==> src/rtl/cfg_route_pkg.sv <==
package cfg_route_pkg;
  typedef enum logic [1:0] {
    ACT_IGNORE  = 2'd0,
    ACT_CONVERT = 2'd1,
    ACT_PASS    = 2'd2
  } route_act_e;

  localparam int unsigned NUM_BUS_REGS = 3;
endpackage

==> src/rtl/bus_num_regs.sv <==
module bus_num_regs #(
  parameter int unsigned BUS_W = 8
) (
  input  logic             clk_i,
  input  logic             rst_ni,
  input  logic             we_i,
  input  logic [1:0]       sel_i,
  input  logic [BUS_W-1:0] wdata_i,
  output logic [BUS_W-1:0] pri_o,
  output logic [BUS_W-1:0] sec_o,
  output logic [BUS_W-1:0] sub_o
);
  import cfg_route_pkg::*;

  logic [BUS_W-1:0] regs_q [NUM_BUS_REGS];

  for (genvar g = 0; g < NUM_BUS_REGS; g++) begin : g_reg
    always_ff @(posedge clk_i or negedge rst_ni) begin
      if (!rst_ni) begin
        regs_q[g] <= '0;
      end else if (we_i && (sel_i == 2'(g))) begin
        regs_q[g] <= wdata_i;
      end
    end
  end

  assign pri_o = regs_q[0];
  assign sec_o = regs_q[1];
  assign sub_o = regs_q[2];
endmodule

==> src/rtl/bus_range_cmp.sv <==
module bus_range_cmp #(
  parameter int unsigned BUS_W = 8
) (
  input  logic [BUS_W-1:0] bus_i,
  input  logic [BUS_W-1:0] sec_i,
  input  logic [BUS_W-1:0] sub_i,
  output logic             local_o,
  output logic             fwd_o
);
  logic armed, ge_sec, le_sub;

  // secondary 0 means the bridge is not yet numbered
  assign armed   = (sec_i != '0);
  assign ge_sec  = (bus_i >= sec_i);
  assign le_sub  = (bus_i <= sub_i);
  assign local_o = armed && le_sub && (bus_i == sec_i);
  assign fwd_o   = armed && le_sub && ge_sec && (bus_i != sec_i);
endmodule

==> src/rtl/type0_encoder.sv <==
module type0_encoder #(
  parameter int unsigned ADDR_W  = 32,
  parameter int unsigned DEV_LSB = 11,
  parameter int unsigned DEV_W   = 5
) (
  input  logic [DEV_W-1:0]     dev_i,
  input  logic [DEV_LSB-3:0]   low_i,
  output logic [ADDR_W-1:0]    addr_o,
  output logic                 dev_ok_o
);
  localparam int unsigned SEL_W   = ADDR_W - DEV_LSB;
  localparam int unsigned DEV_MAX = SEL_W - 1;

  logic [SEL_W-1:0] sel;

  for (genvar k = 0; k < SEL_W; k++) begin : g_sel
    assign sel[k] = (dev_i == DEV_W'(k));
  end

  assign dev_ok_o = (32'(dev_i) <= DEV_MAX);
  assign addr_o   = {sel, low_i, 2'b00};
endmodule

==> src/rtl/cfg_cycle_router.sv <==
module cfg_cycle_router #(
  parameter int unsigned ADDR_W  = 32,
  parameter int unsigned BUS_W   = 8,
  parameter int unsigned BUS_LSB = 16,
  parameter int unsigned DEV_LSB = 11,
  parameter int unsigned DEV_W   = 5
) (
  input  logic              clk_i,
  input  logic              rst_ni,
  input  logic              cfg_we_i,
  input  logic [1:0]        cfg_sel_i,
  input  logic [BUS_W-1:0]  cfg_wdata_i,
  input  logic              cyc_valid_i,
  input  logic              cyc_type1_i,
  input  logic [ADDR_W-1:0] cyc_addr_i,
  output logic              out_valid_o,
  output logic [1:0]        out_action_o,
  output logic              out_type1_o,
  output logic [ADDR_W-1:0] out_addr_o,
  output logic [BUS_W-1:0]  pri_bus_o,
  output logic [BUS_W-1:0]  sec_bus_o,
  output logic [BUS_W-1:0]  sub_bus_o
);
  import cfg_route_pkg::*;

  logic [BUS_W-1:0]  bus_num;
  logic              is_local, is_fwd, dev_ok;
  logic [ADDR_W-1:0] t0_addr;

  route_act_e        act_d, act_q;
  logic [ADDR_W-1:0] addr_d, addr_q;
  logic              t1_d, t1_q, valid_q;

  assign bus_num = cyc_addr_i[BUS_LSB +: BUS_W];

  bus_num_regs #(.BUS_W(BUS_W)) u_regs (
    .clk_i   (clk_i),
    .rst_ni  (rst_ni),
    .we_i    (cfg_we_i),
    .sel_i   (cfg_sel_i),
    .wdata_i (cfg_wdata_i),
    .pri_o   (pri_bus_o),
    .sec_o   (sec_bus_o),
    .sub_o   (sub_bus_o)
  );

  bus_range_cmp #(.BUS_W(BUS_W)) u_cmp (
    .bus_i   (bus_num),
    .sec_i   (sec_bus_o),
    .sub_i   (sub_bus_o),
    .local_o (is_local),
    .fwd_o   (is_fwd)
  );

  type0_encoder #(.ADDR_W(ADDR_W), .DEV_LSB(DEV_LSB), .DEV_W(DEV_W)) u_enc (
    .dev_i    (cyc_addr_i[DEV_LSB +: DEV_W]),
    .low_i    (cyc_addr_i[DEV_LSB-1:2]),
    .addr_o   (t0_addr),
    .dev_ok_o (dev_ok)
  );

  always_comb begin
    act_d  = ACT_IGNORE;
    addr_d = '0;
    t1_d   = 1'b0;
    if (cyc_type1_i) begin
      if (is_fwd) begin
        act_d  = ACT_PASS;
        addr_d = cyc_addr_i;
        t1_d   = 1'b1;
      end else if (is_local && dev_ok) begin
        act_d  = ACT_CONVERT;
        addr_d = t0_addr;
      end
    end
  end

  always_ff @(posedge clk_i or negedge rst_ni) begin
    if (!rst_ni) begin
      valid_q <= 1'b0;
      act_q   <= ACT_IGNORE;
      addr_q  <= '0;
      t1_q    <= 1'b0;
    end else begin
      valid_q <= cyc_valid_i;
      if (cyc_valid_i) begin
        act_q  <= act_d;
        addr_q <= addr_d;
        t1_q   <= t1_d;
      end
    end
  end

  assign out_valid_o  = valid_q;
  assign out_action_o = act_q;
  assign out_type1_o  = t1_q;
  assign out_addr_o   = addr_q;
endmodule

==> config.mk <==
export PLATFORM = sky130hd
export DESIGN_NAME = cfg_cycle_router
export DESIGN_NICKNAME = d
export VERILOG_FILES = /design/src/rtl/cfg_route_pkg.sv /design/src/rtl/bus_num_regs.sv /design/src/rtl/bus_range_cmp.sv /design/src/rtl/type0_encoder.sv /design/src/rtl/cfg_cycle_router.sv
export SDC_FILE = /design/constraint.sdc
export NUM_CORES = 1
export LEC_CHECK = 0
export BUFFER_PORTS_ARGS = -buffer_cell sky130_fd_sc_hd__buf_4
export CORE_AREA = 5 5 86 88
export DETAILED_ROUTE_END_ITERATION = 8
export DIE_AREA = 0 0 91 93
export GPL_ROUTABILITY_DRIVEN = 0
export PLACE_DENSITY = 0.77
export SLEW_MARGIN = 20
export SYNTH_ARGS = -nofsm -noshare
export SYNTH_HDL_FRONTEND = slang
export SYNTH_HIERARCHICAL = 1
export SYNTH_SLANG_ARGS = --single-unit
==> constraint.sdc <==
create_clock -name clk_i -period 3 [get_ports clk_i]
set_clock_uncertainty 0.1 [all_clocks]
set_input_delay 0.9 -clock clk_i [delete_from_list [all_inputs] [get_ports clk_i]]
set_output_delay 0.9 -clock clk_i [all_outputs]
set_load 0.005 [all_outputs]
-- Word-level counts from Yosys, hierarchy flattened
Index checks and enable logic that the tools add are counted.
- memory bits (read-only): 0
- output and inout bits: 60
- register bits: 60
- logic and storage cells: 53
- memories kept: 0
- memory bits (writable): 0
- input bits: 47
- latch bits: 0
- multiplexer cells: 8
- reduce and logical (&&, ||, !) cells: 11
- bitwise gates (word level): 0
- $lt $le $gt $ge: 3
- add/subtract/negate cells: 0
- equality and inequality tests: 24
- $mul: 0
- shift-type cells: 0
- div/mod/pow operators: 0
- operators with widths (kind ; number):
    $mux 32 ; 3
    $eq 5x4->1 const B ; 8
    $eq 5x5->1 const B ; 5
    $eq 5x3->1 const B ; 4
    $eq 5x2->1 const B ; 2
    $eq 8x8->1 ; 1
    $ge 8x8->1 ; 1
    $le 8x8->1 ; 1
    $logic_and 1x1->1 ; 8
    $ne 8x8->1 ; 1
    $reduce_bool 8->1 ; 1
    $eq 5x1->1 const B ; 1
    $le 5x5->1 const B ; 1
    $logic_not 5->1 ; 1
    $mux 2 ; 2
    $mux 1 ; 3
    $eq 2x1->1 const B ; 1
    $eq 2x2->1 const B ; 1
    $logic_not 2->1 ; 1

-- Logic depth before layout (Yosys ltp)
- word-level depth: 7
- depth in mapped cells: 11
- depth with buffers taken out: 10

-- Cells and area by module
Netlist, hierarchy kept.
- by module, submodules not included (module ; times used ; area each (um^2) ; cells each ; seq. area each (um^2)):
    cfg_cycle_router ; 1 ; 1517.7 ; 115 ; 875.8
    bus_num_regs ; 1 ; 912.1 ; 51 ; 600.6
    bus_range_cmp ; 1 ; 435.4 ; 59 ; 0.0
    type0_encoder ; 1 ; 271.5 ; 48 ; 0.0

-- Worst setup path after synthesis
Ideal clock, no wire load.
- kind: input port to flip-flop
- start point: input cyc_addr_i[17]
- end point: register addr_q[30], in the netlist out_addr_o[30]
- setup time: 126 ps
- stages on the path: 10
- data arrival time: 2638 ps
- path slack: 136 ps
- path buffers: 1
- required time: 2774 ps
- cell sequence: ha_1 -> nor2b_4 -> o211ai_2 -> a21oi_1 -> a211o_1 -> and4b_1 -> and3_4 -> buf_6 -> and2_1 -> a221o_1
- elaborated cells between the ends (all ways): 12
- classes of those cells: order compare: 2; eq/ne: 2; mux: 3; reduce/logical: 5
- RTL lines (what ; RTL line ; text):
    start, declared ; cfg_cycle_router.sv:15 ; input logic [ADDR_W-1:0] cyc_addr_i,
    $le 8x8->1 ; bus_range_cmp.sv:15 ; assign le_sub = (bus_i <= sub_i);
    $logic_and 1x1->1 (2 in a row) ; bus_range_cmp.sv:17 ; assign fwd_o = armed && le_sub && ge_sec && (bus_i != sec_i);
    $logic_and 1x1->1 * ; bus_range_cmp.sv:17 ;
    via is_fwd ; cfg_cycle_router.sv:27 ; logic is_local, is_fwd, dev_ok;
    $mux 32 * ; cfg_cycle_router.sv:67 ; if (is_fwd) begin
    $mux 32 * ; cfg_cycle_router.sv:66 ; if (cyc_type1_i) begin
    end signal, assigned ; cfg_cycle_router.sv:88 ; addr_q <= addr_d;
    end, declared ; cfg_cycle_router.sv:31 ; logic [ADDR_W-1:0] addr_d, addr_q;
The timed path passes the listed nets; every way through them passes the cells marked *.
A chain may end at the register's enable or synchronous reset.

-- Worst setup path after layout
- start point: input cyc_addr_i[17]
- end point: register addr_q[15], in the netlist out_addr_o[15]
Same word-level chain as after synthesis.

==> impl_metrics.json <==
{
  "cts_post_setup_buffers_inserted": 0,
  "rsz0062_at_grt": "false",
  "yosys_warnings": 6,
  "cellInternalPower_mw": 1.73,
  "layout_worst_path_cycle_share_pct": 91.7,
  "netSwitchingFraction_pct": 26.3,
  "placeableCoreArea_um2": 6570,
  "globalRouteOverflowTotal": 0,
  "cts_made_buffers": 9,
  "syn_area_per_cell_um2": 11.5,
  "pin_count": 107,
  "avgRoutedWirePerCell_um": 17.0,
  "antenna_diode_count": 0,
  "layout.cells.most_common_list": "buf_4 (109), dfrtp_1 (59), a221o_1 (32), mux2_2 (24), and2_0 (23)",
  "power.switching_mw": 0.620,
  "most_frequent_standard_cell_in_the_layout_excluding_fill_and_tap_cells": "buf_4",
  "cts-root-to-sink-buffers": 2,
  "seq_power_share_pct": 41.6,
  "arrival_ns": 2.86,
  "max_cap_violations": 0,
  "layout-area-overhead-vs-synth_pct": 31.6,
  "hold_viol_final": 0,
  "ctsRootBufferMaster": "clkbuf_8",
  "fraction_of_power_consumed_by_combinational_cells_pct": 23.5,
  "nets": 434,
  "start_kind": "input pin",
  "first_global_vias": 2577,
  "finalCriticalPeriod_ns": 2.75,
  "drive_above_1_share_pct": 42.0,
  "cts_tree": "yes",
  "clk_latency_ns": 0.33,
  "die_x_um": 91,
  "hold_class": "register to register",
  "drt-total-wl_um": 7760,
  "maximum_number_of_pins_on_one_net_before_global_route_repair": 60,
  "fillerInstances": 549,
  "clock-sinks": 59,
  "critical_path.max_fanout": 33,
  "dp_worst_setup_slack_ns": -0.0959,
  "total_leakage_power_nw": 2.08,
  "synthesis.instances": 273,
  "register_bit_count_reported_by_yosys": 59,
  "numPortBuffers": 106,
  "placedInstanceArea_um2": 3900,
  "detailedRoute.firstPassIterationCount": 4,
  "vdd_drop_max_uv": 357,
  "crit_type": "input pin to register",
  "clk_pin_slew_worst_paths_ns": 0.07,
  "maxSlewHeadroom_pct": 51.8,
  "synth_enable_flop_cells": 0,
  "global_route_usage_over_all_layers_pct": 18.6,
  "fin_ws_ns": 0.248,
  "timing.critical_path.required_ns": 3.11,
  "timing.final.max_slew_violations": 0,
  "die_h_um": 93,
  "async_reset_ff_share_pct": 100,
  "starting_density_pct": 47.8,
  "combined_flip_flop_and_latch_cell_area_um2": 1480,
  "cts_hold_repair.buffers": 0,
  "setup-violations-final": 0,
  "drt_iter0_markers": 81,
  "vias": 2457,
  "final.hold.worst_slack_ns": 0.387,
  "syn_area_um2": 3140,
  "synth_top_area_share_pct": 47.1,
  "power_per_cell_area_nw_per_um2": 570,
  "post_cts.resized_instances": 0,
  "result_of_the_run": "completed",
  "vias_per_cell": 5.39,
  "p_clk_share_pct": 34.9,
  "timing.setup.tns_ns": 0,
  "tightestPinTransition_ns": 0.723,
  "row_count": 30,
  "report.power.total_mw": 2.35,
  "netlist-cell-type-count": 40,
  "antenna_violations_before_repair": 0,
  "synth_sequential_area_ratio_pct": 47.1,
  "crit_path_end_kind": "register",
  "area_enclosed_by_the_die_boundary_um2": 8460,
  "htree_levels": 3,
  "drc_errors": 0,
  "hpwl_um": 5750,
  "postLayoutCellArea_um2": 4130,
  "postRouteAntennaNets": 0,
  "area_occupied_by_multi_input_gates_um2": 1420,
  "leading_post_synthesis_cells_by_cell_area": "dfrtp_1 (47%), a221o_1 (10%), mux2_2 (8.6%), ha_1 (6.4%), and2_0 (4.6%)",
  "wire_length_of_the_first_global_routing_pass_um": 12700,
  "synth_top_cell_by_area": "dfrtp_1",
  "synth-main-ff-cell": "dfrtp_1",
  "clock.fmax_mhz": 363
}
## power groups by stage
| stage | sequential [mW] | clock (mW) | combinational (mW) |
|---|---|---|---|
| 3_5_place_dp | 0.992 | 0 | 0.559 |
| 3_3_place_gp | 0.989 | 0 | 0.540 |
| 2_1_floorplan | 0.986 | 0 | 0.267 |
| 6_report | 0.979 | 0.822 | 0.553 |
| 4_1_cts | 0.979 | 0.840 | 0.561 |
| 5_1_grt | 0.994 | 0.873 | 0.615 |
## cell type report
cell class	instances	area share, %
clock buffers	11	3.67
clock inverters	5	1.82
inverters	17	1.55
multi-input cells	174	34.5
flip-flops and latches	59	35.8
well taps	80	2.42
repair buffers	110	20.3
## synthesized netlist by cell type (all sizes together), types with 2 or more instances
cell,count
nand2b,4
a221o,32
buf,23
a21o,2
nand3b,3
nor2,15
or3b,2
nand2,5
inv,16
dfrtp,59
ha,16
nor2b,2
nand4,4
mux2,24
and3,2
a21oi,7
nor4,2
o211ai,3
and2,32
nor3,8
## critical path, stage by stage
cell	delay (ns)
buf_4	0.12
ha_1	0.30
nor2b_4	0.13
o211ai_2	0.13
a21oi_1	0.08
a211o_1	0.26
and4b_1	0.21
and3_4	0.27
and2_0	0.19
a221o_1	0.26
## state kept, by name, summed over array words and instances, names as in the netlist
signal        cells
out_addr_o       32
u_regs/pri_o      8
u_regs/sec_o      8
u_regs/sub_o      8
out_action_o      1
out_type1_o       1
out_valid_o       1
## per-layer routing
| layer | vias to the layer above | part of all wire [%] | track usage, % |
|---|---|---|---|
| met5 | - | 0 | 0 |
| met4 | 0 | 1.1 | 6.11 |
| met3 | 8 | 7.7 | 6.52 |
| met2 | 89 | 49 | 30.9 |
| met1 | 1180 | 43 | 22.6 |
| li1 | 1180 | - | - |
## kinds of logic (layout without fill, tap and decap cells)
logic type / after synthesis / after routing / share of synthesized area (%)
and+or+nand+nor: 85 / 85 / 16.8
DFF: 59 / 59 / 47.1
AOI/OAI and AO/OA: 47 / 47 / 13.4
buffers and inverters: 41 / 143 / 7.70
muxes: 24 / 24 / 8.62
adders and majority gates: 16 / 16 / 6.38
other: 1 / 2 / 0.120
## through the flow
step	instances	utilization, %
2_1_floorplan	274	-
3_3_place_gp	440	59.4
3_5_place_dp	440	59.4
4_1_cts	456	62.8
5_1_grt	456	62.8
6_report	456	62.8
## path summary, 6_finish.rpt
path                                               end  cells past startpoint                         from  slack [ns]
max reg2reg                 out_addr_o[15]$_DFFE_PN0P_                     10  u_regs/sec_o[1]$_DFFE_PN0P_        0.46
min reg2reg                out_action_o[0]$_DFFE_PN0P_                      1  out_action_o[0]$_DFFE_PN0P_        0.39
max                         out_addr_o[15]$_DFFE_PN0P_                     10               cyc_addr_i[17]        0.25
min in group asynchronous    out_addr_o[7]$_DFFE_PN0P_                      1                       rst_ni        0.53
min                        out_action_o[0]$_DFFE_PN0P_                      1  out_action_o[0]$_DFFE_PN0P_        0.39
max in group asynchronous  u_regs/pri_o[7]$_DFFE_PN0P_                      1                       rst_ni        1.79
Note: power is estimated with default switching activity, not from simulation.
